<file path="src/rtl/pktmem_pkg.sv">
`timescale 1ns/1ps
package pktmem_pkg;

    typedef enum logic [2:0] {
        CMD_NOP       = 3'd0,
        CMD_TX_ALLOC  = 3'd1,
        CMD_MMU_RESET = 3'd2,
        CMD_RX_POP    = 3'd3,
        CMD_RX_FREE   = 3'd4,
        CMD_PAGE_FREE = 3'd5,
        CMD_TX_QUEUE  = 3'd6,
        CMD_TX_FLUSH  = 3'd7
    } mmu_cmd_e;

    typedef enum logic [1:0] {
        AL_IDLE = 2'd0,
        AL_PEND = 2'd1,
        AL_HELD = 2'd2
    } alloc_state_e;

    localparam logic [2:0] SEL_CMD    = 3'd0;
    localparam logic [2:0] SEL_PKT    = 3'd1;
    localparam logic [2:0] SEL_RESULT = 3'd2;
    localparam logic [2:0] SEL_DONE   = 3'd3;
    localparam logic [2:0] SEL_RXHEAD = 3'd4;
    localparam logic [2:0] SEL_IRQ    = 3'd5;
    localparam logic [2:0] SEL_MASK   = 3'd6;
    localparam logic [2:0] SEL_USAGE  = 3'd7;

    localparam int IRQ_RX      = 0;
    localparam int IRQ_TXDONE  = 1;
    localparam int IRQ_TXEMPTY = 2;
    localparam int IRQ_ALLOC   = 3;

    localparam logic [7:0] ACK_CLEARABLE = 8'hD6;
    localparam logic [7:0] NONE_CODE     = 8'h80;
    localparam logic [7:0] STAT_RESET    = 8'h04;

endpackage

</file>
<file path="src/rtl/pm_queue.sv">
`timescale 1ns/1ps
module pm_queue #(
    parameter int DEPTH = 4,
    parameter int W     = 2,
    localparam int CW   = $clog2(DEPTH + 1)
) (
    input  logic          clk,
    input  logic          rst_n,
    input  logic          clr,
    input  logic          push,
    input  logic [W-1:0]  push_data,
    input  logic          pop,
    output logic [W-1:0]  head,
    output logic [CW-1:0] count,
    output logic [CW-1:0] count_next,
    output logic          empty,
    output logic          full
);

    logic [DEPTH*W-1:0] slots_q, slots_d;
    logic [CW-1:0]      cnt_q, cnt_mid;
    logic               do_pop, do_push;

    assign do_pop = pop && (cnt_q != '0);

    always_comb begin
        cnt_mid = do_pop ? cnt_q - 1'b1 : cnt_q;
        do_push = push && (cnt_mid < CW'(DEPTH));
        slots_d = do_pop ? (slots_q >> W) : slots_q;
        if (do_push) begin
            slots_d[int'(cnt_mid)*W +: W] = push_data;
        end
        if (clr) begin
            count_next = '0;
        end else begin
            count_next = cnt_mid + CW'(do_push);
        end
    end

    always_ff @(posedge clk) begin
        if (!rst_n) begin
            slots_q <= '0;
            cnt_q   <= '0;
        end else begin
            slots_q <= clr ? '0 : slots_d;
            cnt_q   <= count_next;
        end
    end

    assign head  = slots_q[W-1:0];
    assign count = cnt_q;
    assign empty = (cnt_q == '0);
    assign full  = (cnt_q == CW'(DEPTH));

    assert_queue_bound_R8: assert property (@(posedge clk) disable iff (!rst_n)
        cnt_q <= CW'(DEPTH));

    assert_empty_pop_noop_R7: assert property (@(posedge clk) disable iff (!rst_n)
        (pop && empty && !push && !clr) |=> empty);

endmodule

</file>
<file path="src/rtl/pm_page_pool.sv">
`timescale 1ns/1ps
module pm_page_pool #(
    parameter int NPAGES = 4,
    localparam int PW    = $clog2(NPAGES),
    localparam int UW    = $clog2(NPAGES + 1)
) (
    input  logic              clk,
    input  logic              rst_n,
    input  logic              clr,
    input  logic [NPAGES-1:0] rel_mask,
    input  logic              take,
    output logic              free_any,
    output logic [PW-1:0]     free_idx,
    output logic [UW-1:0]     used_cnt
);

    logic [NPAGES-1:0] map_q, kept, avail;

    assign kept  = map_q & ~rel_mask;
    assign avail = ~kept;
    assign free_any = |avail;

    always_comb begin
        free_idx = '0;
        for (int i = NPAGES - 1; i >= 0; i--) begin
            if (avail[i]) free_idx = PW'(i);
        end
    end

    always_comb begin
        used_cnt = '0;
        for (int i = 0; i < NPAGES; i++) begin
            used_cnt = used_cnt + UW'(map_q[i]);
        end
    end

    always_ff @(posedge clk) begin
        if (!rst_n) begin
            map_q <= '0;
        end else if (clr) begin
            map_q <= '0;
        end else begin
            map_q <= kept | (take ? (NPAGES'(1) << free_idx) : '0);
        end
    end

    assert_take_only_free_R2: assert property (@(posedge clk) disable iff (!rst_n)
        take |-> free_any);

    assert_take_marks_page_R2: assert property (@(posedge clk) disable iff (!rst_n)
        (take && !clr) |=> map_q[$past(free_idx)]);

endmodule

</file>
<file path="src/rtl/pktmem_mgr.sv">
`timescale 1ns/1ps
module pktmem_mgr
    import pktmem_pkg::*;
#(
    parameter int NPAGES = 4,
    parameter int QDEPTH = NPAGES
) (
    input  logic                      clk,
    input  logic                      rst_n,
    input  logic                      reg_wr,
    input  logic [2:0]                reg_sel,
    input  logic [7:0]                reg_wdata,
    output logic [7:0]                reg_rdata,
    input  logic                      auto_release,
    output logic                      irq,
    input  logic                      rx_req,
    output logic                      rx_grant,
    output logic [$clog2(NPAGES)-1:0] rx_page,
    output logic                      tx_valid,
    output logic [$clog2(NPAGES)-1:0] tx_page,
    input  logic                      tx_sent
);

    localparam int PW = $clog2(NPAGES);
    localparam int CW = $clog2(QDEPTH + 1);
    localparam int UW = $clog2(NPAGES + 1);

    // ---------------- register decode ----------------
    logic     cmd_fire, ack_fire, mask_fire, pkt_fire;
    mmu_cmd_e cmd;
    logic     do_alloc, do_mmu_rst, do_rx_pop, do_rx_free;
    logic     do_page_free, do_tx_queue, do_tx_flush;

    assign cmd_fire  = reg_wr && (reg_sel == SEL_CMD);
    assign pkt_fire  = reg_wr && (reg_sel == SEL_PKT);
    assign ack_fire  = reg_wr && (reg_sel == SEL_IRQ);
    assign mask_fire = reg_wr && (reg_sel == SEL_MASK);
    assign cmd       = mmu_cmd_e'(reg_wdata[7:5]);

    assign do_alloc     = cmd_fire && (cmd == CMD_TX_ALLOC);
    assign do_mmu_rst   = cmd_fire && (cmd == CMD_MMU_RESET);
    assign do_rx_pop    = cmd_fire && (cmd == CMD_RX_POP);
    assign do_rx_free   = cmd_fire && (cmd == CMD_RX_FREE);
    assign do_page_free = cmd_fire && (cmd == CMD_PAGE_FREE);
    assign do_tx_queue  = cmd_fire && (cmd == CMD_TX_QUEUE);
    assign do_tx_flush  = cmd_fire && (cmd == CMD_TX_FLUSH);

    // ---------------- state registers ----------------
    logic [7:0]   pkt_q, stat_q, stat_d, mask_q;
    alloc_state_e state_q, state_d;
    logic [PW-1:0] held_q, held_d;
    logic [PW-1:0] pkt_page;

    assign pkt_page = pkt_q[PW-1:0];

    // ---------------- queues and pool ----------------
    logic          free_any, tx_take, pool_take, sent_ok;
    logic [PW-1:0] free_idx;
    logic [UW-1:0] used_cnt;
    logic [NPAGES-1:0] rel_mask;

    logic [PW-1:0] rxq_head, txq_head, dnq_head;
    logic [CW-1:0] rxq_cnt, txq_cnt, dnq_cnt;
    logic [CW-1:0] rxq_nxt, txq_nxt, dnq_nxt;
    logic          rxq_empty, rxq_full, txq_empty, txq_full, dnq_empty, dnq_full;

    assign sent_ok = tx_sent && !txq_empty;

    always_comb begin
        rel_mask = '0;
        if (do_rx_free && !rxq_empty) rel_mask = rel_mask | (NPAGES'(1) << rxq_head);
        if (do_page_free)             rel_mask = rel_mask | (NPAGES'(1) << pkt_page);
        if (sent_ok && auto_release)  rel_mask = rel_mask | (NPAGES'(1) << txq_head);
    end

    assign tx_take   = !do_mmu_rst && (do_alloc || (state_q == AL_PEND)) && free_any;
    assign rx_grant  = rx_req && !do_mmu_rst && !tx_take && free_any && !rxq_full;
    assign rx_page   = free_idx;
    assign pool_take = tx_take || rx_grant;

    pm_page_pool #(.NPAGES(NPAGES)) u_pool (
        .clk      (clk),
        .rst_n    (rst_n),
        .clr      (do_mmu_rst),
        .rel_mask (rel_mask),
        .take     (pool_take),
        .free_any (free_any),
        .free_idx (free_idx),
        .used_cnt (used_cnt)
    );

    pm_queue #(.DEPTH(QDEPTH), .W(PW)) u_rxq (
        .clk        (clk),
        .rst_n      (rst_n),
        .clr        (do_mmu_rst),
        .push       (rx_grant),
        .push_data  (free_idx),
        .pop        (do_rx_pop || do_rx_free),
        .head       (rxq_head),
        .count      (rxq_cnt),
        .count_next (rxq_nxt),
        .empty      (rxq_empty),
        .full       (rxq_full)
    );

    pm_queue #(.DEPTH(QDEPTH), .W(PW)) u_txq (
        .clk        (clk),
        .rst_n      (rst_n),
        .clr        (do_mmu_rst || do_tx_flush),
        .push       (do_tx_queue),
        .push_data  (pkt_page),
        .pop        (sent_ok),
        .head       (txq_head),
        .count      (txq_cnt),
        .count_next (txq_nxt),
        .empty      (txq_empty),
        .full       (txq_full)
    );

    pm_queue #(.DEPTH(QDEPTH), .W(PW)) u_dnq (
        .clk        (clk),
        .rst_n      (rst_n),
        .clr        (do_mmu_rst || do_tx_flush),
        .push       (sent_ok && !auto_release),
        .push_data  (txq_head),
        .pop        (ack_fire && reg_wdata[IRQ_TXDONE]),
        .head       (dnq_head),
        .count      (dnq_cnt),
        .count_next (dnq_nxt),
        .empty      (dnq_empty),
        .full       (dnq_full)
    );

    assign tx_valid = !txq_empty;
    assign tx_page  = txq_head;

    // ---------------- allocator state machine ----------------
    always_comb begin
        state_d = state_q;
        held_d  = held_q;
        unique case (state_q)
            AL_IDLE, AL_HELD: begin
                if (do_alloc) state_d = free_any ? AL_HELD : AL_PEND;
            end
            AL_PEND: begin
                if (free_any) state_d = AL_HELD;
            end
            default: state_d = AL_IDLE;
        endcase
        if (tx_take)    held_d  = free_idx;
        if (do_mmu_rst) state_d = AL_IDLE;
    end

    always_ff @(posedge clk) begin
        if (!rst_n) begin
            state_q <= AL_IDLE;
            held_q  <= '0;
        end else begin
            state_q <= state_d;
            held_q  <= held_d;
        end
    end

    // ---------------- interrupt status ----------------
    always_comb begin
        stat_d = stat_q;
        if (ack_fire) stat_d = stat_d & ~(reg_wdata & ACK_CLEARABLE);
        if (do_alloc) stat_d[IRQ_ALLOC] = 1'b0;
        if (tx_take)  stat_d[IRQ_ALLOC] = 1'b1;
        if (do_rx_pop || do_rx_free) stat_d[IRQ_RX] = (rxq_nxt != '0);
        if (rx_grant) stat_d[IRQ_RX] = 1'b1;
        if (txq_nxt == '0) stat_d[IRQ_TXEMPTY] = 1'b1;
        if (dnq_nxt != '0) stat_d[IRQ_TXDONE]  = 1'b1;
    end

    always_ff @(posedge clk) begin
        if (!rst_n) begin
            stat_q <= STAT_RESET;
            mask_q <= '0;
            pkt_q  <= '0;
        end else begin
            stat_q <= stat_d;
            if (mask_fire) mask_q <= reg_wdata;
            if (pkt_fire)  pkt_q  <= reg_wdata;
        end
    end

    assign irq = |(stat_q & mask_q);

    // ---------------- read mux ----------------
    always_comb begin
        unique case (reg_sel)
            SEL_CMD:    reg_rdata = 8'h00;
            SEL_PKT:    reg_rdata = pkt_q;
            SEL_RESULT: reg_rdata = (state_q == AL_IDLE) ? 8'h00 :
                                    (state_q == AL_PEND) ? NONE_CODE : 8'(held_q);
            SEL_DONE:   reg_rdata = dnq_empty ? NONE_CODE : 8'(dnq_head);
            SEL_RXHEAD: reg_rdata = rxq_empty ? NONE_CODE : 8'(rxq_head);
            SEL_IRQ:    reg_rdata = stat_q;
            SEL_MASK:   reg_rdata = mask_q;
            default:    reg_rdata = 8'(used_cnt);
        endcase
    end

    // ---------------- assertions ----------------
    assert_txempty_forced_R11: assert property (@(posedge clk) disable iff (!rst_n)
        txq_empty |-> stat_q[IRQ_TXEMPTY]);

    assert_txdone_forced_R11: assert property (@(posedge clk) disable iff (!rst_n)
        !dnq_empty |-> stat_q[IRQ_TXDONE]);

    assert_alloc_rise_R3: assert property (@(posedge clk) disable iff (!rst_n)
        $rose(stat_q[IRQ_ALLOC]) |-> (state_q == AL_HELD));

    assert_grant_room_R6: assert property (@(posedge clk) disable iff (!rst_n)
        rx_grant |-> (!rxq_full && free_any && !tx_take));

    assert_retry_lands_R4: assert property (@(posedge clk) disable iff (!rst_n)
        (state_q == AL_PEND && free_any && !do_mmu_rst) |=> (state_q == AL_HELD));

    assert_reset_idle_R5: assert property (@(posedge clk) disable iff (!rst_n)
        do_mmu_rst |=> (state_q == AL_IDLE && rxq_empty && txq_empty && dnq_empty));

endmodule

</file>
<file path="config.mk">
export PLATFORM = sky130hd
export DESIGN_NAME = pktmem_mgr
export DESIGN_NICKNAME = d
export VERILOG_FILES = /design/src/rtl/pktmem_pkg.sv /design/src/rtl/pm_queue.sv /design/src/rtl/pm_page_pool.sv /design/src/rtl/pktmem_mgr.sv
export SDC_FILE = /design/constraint.sdc
export NUM_CORES = 1
export LEC_CHECK = 0
export ABC_AREA = 1
export CAP_MARGIN = 20
export CORE_MARGIN = 10
export CORE_UTILIZATION = 60
export CTS_BUF_LIST = sky130_fd_sc_hd__clkbuf_8 sky130_fd_sc_hd__clkbuf_16
export DETAILED_ROUTE_END_ITERATION = 8
export PLACE_DENSITY_LB_ADDON = 0.1
export RECOVER_POWER = 100
export SLEW_MARGIN = 20
export SYNTH_ARGS = -nofsm -noshare
export SYNTH_HDL_FRONTEND = slang
export SYNTH_HIERARCHICAL = 1
export SYNTH_SLANG_ARGS = --single-unit
</file>
<file path="constraint.sdc">
create_clock -name clk -period 3.52 [get_ports clk]
set_input_delay 0.704 -clock clk [delete_from_list [all_inputs] [get_ports clk]]
set_output_delay 0.704 -clock clk [all_outputs]
set_load 0.05 [all_outputs]
</file>
### Word-level counts from Yosys, hierarchy flattened

Cells that the tools add are included.

* flip-flop bits (word level): 65
* output and inout port bits: 15
* input port bits: 17
* logic and storage cells: 166

* equal/unequal tests: 18
* bitwise logic cells: 10
* shifts and indexed selects: 10
* add/subtract/negate cells: 12
* $lt $le $gt $ge: 3
* muxes and demuxes: 38
* reductions and logical operators: 59

Operator list (number)
* $neg A4 Y33: 3
* $shift A2 B33 Y8 const A: 3
* $shiftx A2 B33 Y8: 3
* $mux W8: 10
* $pmux W8 S7: 1
* $logic_and A1 B1 Y1: 28
* $bwmux W8: 3
* $eq A3 B3 Y1 const B: 8
* $reduce_bool A3 Y1: 7
* $mux W4: 5
* $mux W3: 6
* $and A8 B8 Y8: 2
* $shl A1 B2 Y4 const A: 4
* $add A3 B1 Y3: 5
* $logic_not A3 Y1: 5
* $mux W2: 7
* $eq A3 B2 Y1 const B: 4
* $or A4 B4 Y4: 3
* $lt A3 B3 Y1 const B: 3
* $sub A3 B1 Y3 const B: 3
* $not A4 Y4: 2
* $not A8 Y8: 1
* $reduce_or A2 Y1: 4
* $reduce_or A8 Y1: 1
* other kinds (15): 29

### Depth between registers and ports, before layout

* depth after elaboration: 24
* depth in mapped cells: 28
* gate-level depth less buffers: 28

### By module

Netlist, hierarchy kept.

Modules (own cells, without submodules)
* pktmem_mgr: times used 1, area each 1591.5 µm², cells each 257, sequential area each 540.5 µm²
* pm_queue (u_rxq): times used 1, area each 900.9 µm², cells each 135, sequential area each 220.2 µm²
* pm_queue (u_txq): times used 1, area each 828.3 µm², cells each 120, sequential area each 220.2 µm²
* pm_queue (u_dnq): times used 1, area each 803.3 µm², cells each 126, sequential area each 220.2 µm²
* pm_page_pool: times used 1, area each 286.5 µm², cells each 40, sequential area each 80.1 µm²

### Worst setup path before layout

OpenSTA, ideal clock, no wires.

* path type: reg-to-reg
* from: register u_txq.cnt_q[1], in the netlist u_txq/count[1]
* to: register stat_q[0]
* clock period less this slack: 3.956 ns
* data arrival time: 3.890 ns
* path buffers: 0
* slack: -0.436 ns
* library setup time: 0.067 ns
* required time: 3.453 ns
* cell stages (with the launch flop): 29
* cells stage by stage: dfxtp_1 inv_1 ha_1 nand2_2 inv_1 inv_1 and3_1 nand3_1 nand3_1 nor2_4 inv_2 nor2_4 nand2_1 nand3_1 nor2_1 nand2_4 clkinv_4 nand2_1 inv_1 ha_1 inv_1 a21o_1 nor2_1 inv_1 nand2_1 nand3_1 nand2_1 nor2_1 nor2_1

* cells in the longest elaborated chain, start to end: 20
* elaborated cells between the ends (all ways): 21
* those cells by class: add/sub (1); mux (4); bitwise (3); reduce/logical (13)

Ends and longest elaborated chain
* start, declared: line pm_queue.sv:21 `logic [CW-1:0] cnt_q, cnt_mid;`
* start signal, assigned: line pm_queue.sv:46 `cnt_q <= count_next;`
* $logic_not A3 Y1 *: line pm_queue.sv:52 `assign empty = (cnt_q == '0);`
* net txq_empty: line pktmem_mgr.sv:65 `logic rxq_empty, rxq_full, txq_empty, txq_full, dnq_empty, dnq_full;`
* $logic_not A1 Y1 *
* net tx_valid: line pktmem_mgr.sv:19 `output logic tx_valid,`
* $logic_and A1 B1 Y1 *: line pktmem_mgr.sv:67 `assign sent_ok = tx_sent && !txq_empty;`
* $logic_and A1 B1 Y1 *: line pktmem_mgr.sv:73 `if (sent_ok && auto_release) rel_mask = rel_mask | (NPAGES'(1) << txq_head);`
* $mux W4 *: line pktmem_mgr.sv:73
* net rel_mask[0]: line pktmem_mgr.sv:60 `logic [NPAGES-1:0] rel_mask;`
* [... 4 more ...]
* net free_any: line pktmem_mgr.sv:57 `logic free_any, tx_take, pool_take, sent_ok;`
* [... 5 more ...]
* net rx_grant: line pktmem_mgr.sv:17 `output logic rx_grant,`
* $logic_and A1 B1 Y1 *: line pm_queue.sv:28 `do_push = push && (cnt_mid < CW'(DEPTH));`
* $add A3 B1 Y3 *: line pm_queue.sv:36 `count_next = cnt_mid + CW'(do_push);`
* $mux W3 *: line pm_queue.sv:33 `if (clr) begin`
* net rxq_nxt[2]: line pktmem_mgr.sv:64 `logic [CW-1:0] rxq_nxt, txq_nxt, dnq_nxt;`
* $reduce_bool A3 Y1 *: line pktmem_mgr.sv:170 `if (do_rx_pop || do_rx_free) stat_d[IRQ_RX] = (rxq_nxt != '0);`
* $mux W1 *: line pktmem_mgr.sv:170
* $mux W1 *: line pktmem_mgr.sv:171 `if (rx_grant) stat_d[IRQ_RX] = 1'b1;`
* end signal, assigned: line pktmem_mgr.sv:182 `stat_q <= stat_d;`
* end, declared: line pktmem_mgr.sv:49 `logic [7:0] pkt_q, stat_q, stat_d, mask_q;`

The timed path passes the listed nets; every way through them passes the cells marked *.
A chain may end at the register's enable or synchronous reset.

### Worst setup path in the final report

* from: input reg_wr
* to: output rx_grant

* cells in the longest elaborated chain, start to end: 17
* elaborated cells between the ends (all ways): 24
* those cells by class: mux (3); bitwise (5); reduce/logical (16)

Ends and longest elaborated chain
* start, declared: line pktmem_mgr.sv:10 `input logic reg_wr,`
* $logic_and A1 B1 Y1 *: line pktmem_mgr.sv:34 `assign cmd_fire = reg_wr && (reg_sel == SEL_CMD);`
* $logic_and A1 B1 Y1: line pktmem_mgr.sv:43 `assign do_rx_free = cmd_fire && (cmd == CMD_RX_FREE);`
* $logic_and A1 B1 Y1: line pktmem_mgr.sv:71 `if (do_rx_free && !rxq_empty) rel_mask = rel_mask | (NPAGES'(1) << rxq_head);`
* $mux W4: line pktmem_mgr.sv:71
* $or A4 B4 Y4: line pktmem_mgr.sv:72 `if (do_page_free) rel_mask = rel_mask | (NPAGES'(1) << pkt_page);`
* $mux W4 *: line pktmem_mgr.sv:72
* $or A4 B4 Y4: line pktmem_mgr.sv:73
* $mux W4 *: line pktmem_mgr.sv:73
* net rel_mask[1]: line pktmem_mgr.sv:60
* [... 1 more ...]
* $and A4 B4 Y4 *: line pm_page_pool.sv:19 `assign kept = map_q & ~rel_mask;`
* $not A4 Y4 *: line pm_page_pool.sv:20 `assign avail = ~kept;`
* $reduce_or A4 Y1 *: line pm_page_pool.sv:21 `assign free_any = |avail;`
* net free_any: line pktmem_mgr.sv:57
* $logic_and A1 B1 Y1: line pktmem_mgr.sv:76 `assign tx_take = !do_mmu_rst && (do_alloc || (state_q == AL_PEND)) && free_any;`
* $logic_not A1 Y1: line pktmem_mgr.sv:77 `assign rx_grant = rx_req && !do_mmu_rst && !tx_take && free_any && !rxq_full;`
* $logic_and A1 B1 Y1: line pktmem_mgr.sv:77
* $logic_and A1 B1 Y1 * (2 in a row): line pktmem_mgr.sv:77
* end, declared: line pktmem_mgr.sv:17

Marks and branches as above.

==> run_results.csv <==
group,metric,value,unit
floorplanning,dieArea,11150,sq um
logic_synthesis,avgSynthCellArea,6.521,sq um
clock_network,insertion_delay,0.34,ns
global_routing,track_usage,20.33,%
worst_setup_path,crit_arrival,2.70,ns
sta,worst_pin_slew,0.6404,ns
worst_setup_path,worstPathCellList,"clkdlybuf4s50_1 -> nand2_1 -> nor2_2 -> nand2_2 -> nor2_4 -> nand3_1 -> nand3_1 -> nor2_4 -> inv_2 -> nor2_4 -> nand2_1 -> nand3_1 -> nor2_2 -> buf_4 -> buf_12",
layout,area_growth,22.35,%
power_and_ir_drop,ir_drop,0.2402,mV
logic_synthesis,ys.warnings.count,6,
worst_setup_path,crit_fanout,4,
layout,layout-drive-gt1-share,20.81,%
power_and_ir_drop,leakage,2.559,nW
clock_network,cts_sinks,64,
layout,fin_area,5378,sq um
clock_network,cts_max_level,3,
worst_setup_path,cp_num_buf_inv,4,
clock_network,clk_pin_slew,0.07,ns
floorplanning,die-height,105.6,um
clock_network,cts_tree,"done",
detailed_routing,first_pass_iters,5,
global_routing,antenna_found_initial,0,
floorplanning,die_w,105.6,um
power_and_ir_drop,total_power,1.793,mW
sta,finalMaxSlewViolations,0,
global_routing,grt_pass1_vias,4169,
detailed_routing,ant_nets,0,
clock_network,cts_buffers,9,
layout,antennaDiodeCount,0,
logic_synthesis,synth_fp_nets,705,
floorplanning,io_pins,32,
logic_synthesis,synthCells,674,
sta,maxSlewHeadroom,57.18,%
placed_design,placed_area,5104,sq um
global_routing,grt_max_degree,17,
placed_design,hpwlAfterDp,8.617,mm
run,drv_cap,0,
worst_setup_path,startpoint_type,"primary input",
worst_setup_path,cpMaxStageDelayCell,"clkdlybuf4s50_1",
logic_synthesis,syn_area,4395,sq um
detailed_routing,drt_iter0_drc,246,
sta,max_freq,294.1,MHz
floorplanning,coreArea,7176,sq um
worst_setup_path,criticalPathCategory,"in -> out",
floorplanning,initial_utilization,61.26,%
layout,fin_nets,771,
detailed_routing,viasPerCell,5.213,
worst_setup_path,cp_top_family,"simple AND/OR/NAND/NOR gates",
status,status,"finished, final reports clean",
worst_setup_path,end_kind,"primary output",
placed_design,io_buffers,31,
worst_setup_path,critPathRequiredTime,2.82,ns
placed_design,place_congestion,0.9450,
floorplanning,rows,31,
detailed_routing,drcViolationCount,0,
power_and_ir_drop,p_per_area,333.4,nW/um^2
sta,finalHoldViolations,0,
sta,setup_viol,0,
worst_hold_path,hold_path.class,"reg -> reg",
sta,fin_crit_sh,96.59,%
sta,layout_min_cycle_time,3.400,ns
sta,holdWs,0.4610,ns
detailed_routing,wire_per_inst,13.53,um
sta,fin_skew,0.004417,ns
sta,setup_tns,0,ns
worst_setup_path,rrSetupSlack,0.28,ns
clock_network,cts_buffer_depth,2,
worst_setup_path,slowest_delay,0.50,ns
detailed_routing,route.vias.total,4400,
clock_network,clock-root-buffer,"clkbuf_8",
detailed_routing,routed_wl,11.42,mm
global_routing,grt_overflow,0,
clock_network,cts_hold_buf,0,
global_routing,grt_pass1_wl,19.02,mm
==> report_power, final <==
part           switching (mW)  total [mW]  internal [mW]
Combinational           0.187       0.309          0.122
Sequential             0.0158       0.757          0.741
Clock                   0.291       0.727          0.436
==> cell type report <==
cell class                 instances  area (sq um)
inverter                         117         444.2
fill                             577          1798
multi-input combinational        480          2599
tap                               99         123.9
sequential                        64          1281
timing repair buffer              68         698.2
clock inverter                     5         80.08
clock buffer                      11         151.4
==> layout by cell type (no fill, tap or decap), types with 3 or more instances in the layout <==
| cell type | n |
|---|---|
| nand2_1 | 144 |
| nor2_1 | 106 |
| inv_1 | 104 |
| dfxtp_1 | 64 |
| o21ai_0 | 35 |
| nand3_1 | 34 |
| buf_4 | 34 |
| a21oi_1 | 26 |
| nand2_2 | 25 |
| clkdlybuf4s50_1 | 14 |
| inv_2 | 13 |
| nor2_2 | 13 |
| nand2_4 | 13 |
| nor3_1 | 12 |
| ha_1 | 12 |
| nor2_4 | 11 |
| clkbuf_8 | 11 |
| buf_12 | 11 |
| nand4_1 | 9 |
| mux2_2 | 6 |
| nand3_2 | 4 |
| nand3b_1 | 3 |
| dlygate4sd3_1 | 3 |
| dlymetal6s2s_1 | 3 |
==> stage by stage <==
| stage | instances | utilization, % | setup WS (ns) |
|---|---|---|---|
| final | 844 | 74.94 | 0.1202 |
| after CTS | 841 | 74.35 | 0.04720 |
| after detailed placement | 825 | 71.12 | -0.07412 |
| after global routing | 844 | 74.94 | -0.05229 |
| after global placement | 825 | 71.12 | 0.06410 |
| after floorplan | 674 | - | -0.1233 |
==> flip-flops by register name, summed over array words and instances, names as in the netlist <==
name	count
held_q	2
mask_q	8
pkt_q	8
stat_q	7
state_q	2
u_dnq/count	3
u_dnq/slots_q	8
u_pool/map_q	4
u_rxq/count	3
u_rxq/slots_q	8
u_txq/count	3
u_txq/slots_q	8
==> tightest hold or removal path, delay by kind of cell (launching register included) <==
| family | cells | cell delay, ns |
|---|---|---|
| compound gates | 1 | 0.06 |
| flops | 1 | 0.30 |
| buf+inv | 1 | 0.06 |
==> timing repair <==
item | CTS | global route
buffers inserted | 0 | 3
hold endpoints to repair | 0 | 0
endpoints found under the setup margin | 0 | 3
resized for setup | 0 | 11
==> worst paths after layout <==
| path | cells past startpoint | to | startpoint |
|---|---|---|---|
| hold / removal | 2 | mask_q[5]$_SDFFE_PN0P_ | mask_q[5]$_SDFFE_PN0P_ |
| setup reg to reg | 27 | stat_q[0]$_SDFFE_PN0P_ | u_rxq/count[0]$_SDFF_PN0_ |
| hold reg to reg | 2 | mask_q[5]$_SDFFE_PN0P_ | mask_q[5]$_SDFFE_PN0P_ |
| setup / recovery | 15 | rx_grant | reg_wr |
==> metal layers <==
metal	wire, um	vias up	share of wire [%]	track usage (%)
li1	-	2228	-	-
met1	4956	2018	43	24.95
met2	5584	131	49	34.49
met3	625	23	5.5	4.324
met4	251	0	2.2	6.963
met5	0	-	0	0
No activity file was read; power rests on OpenSTA's default activity.
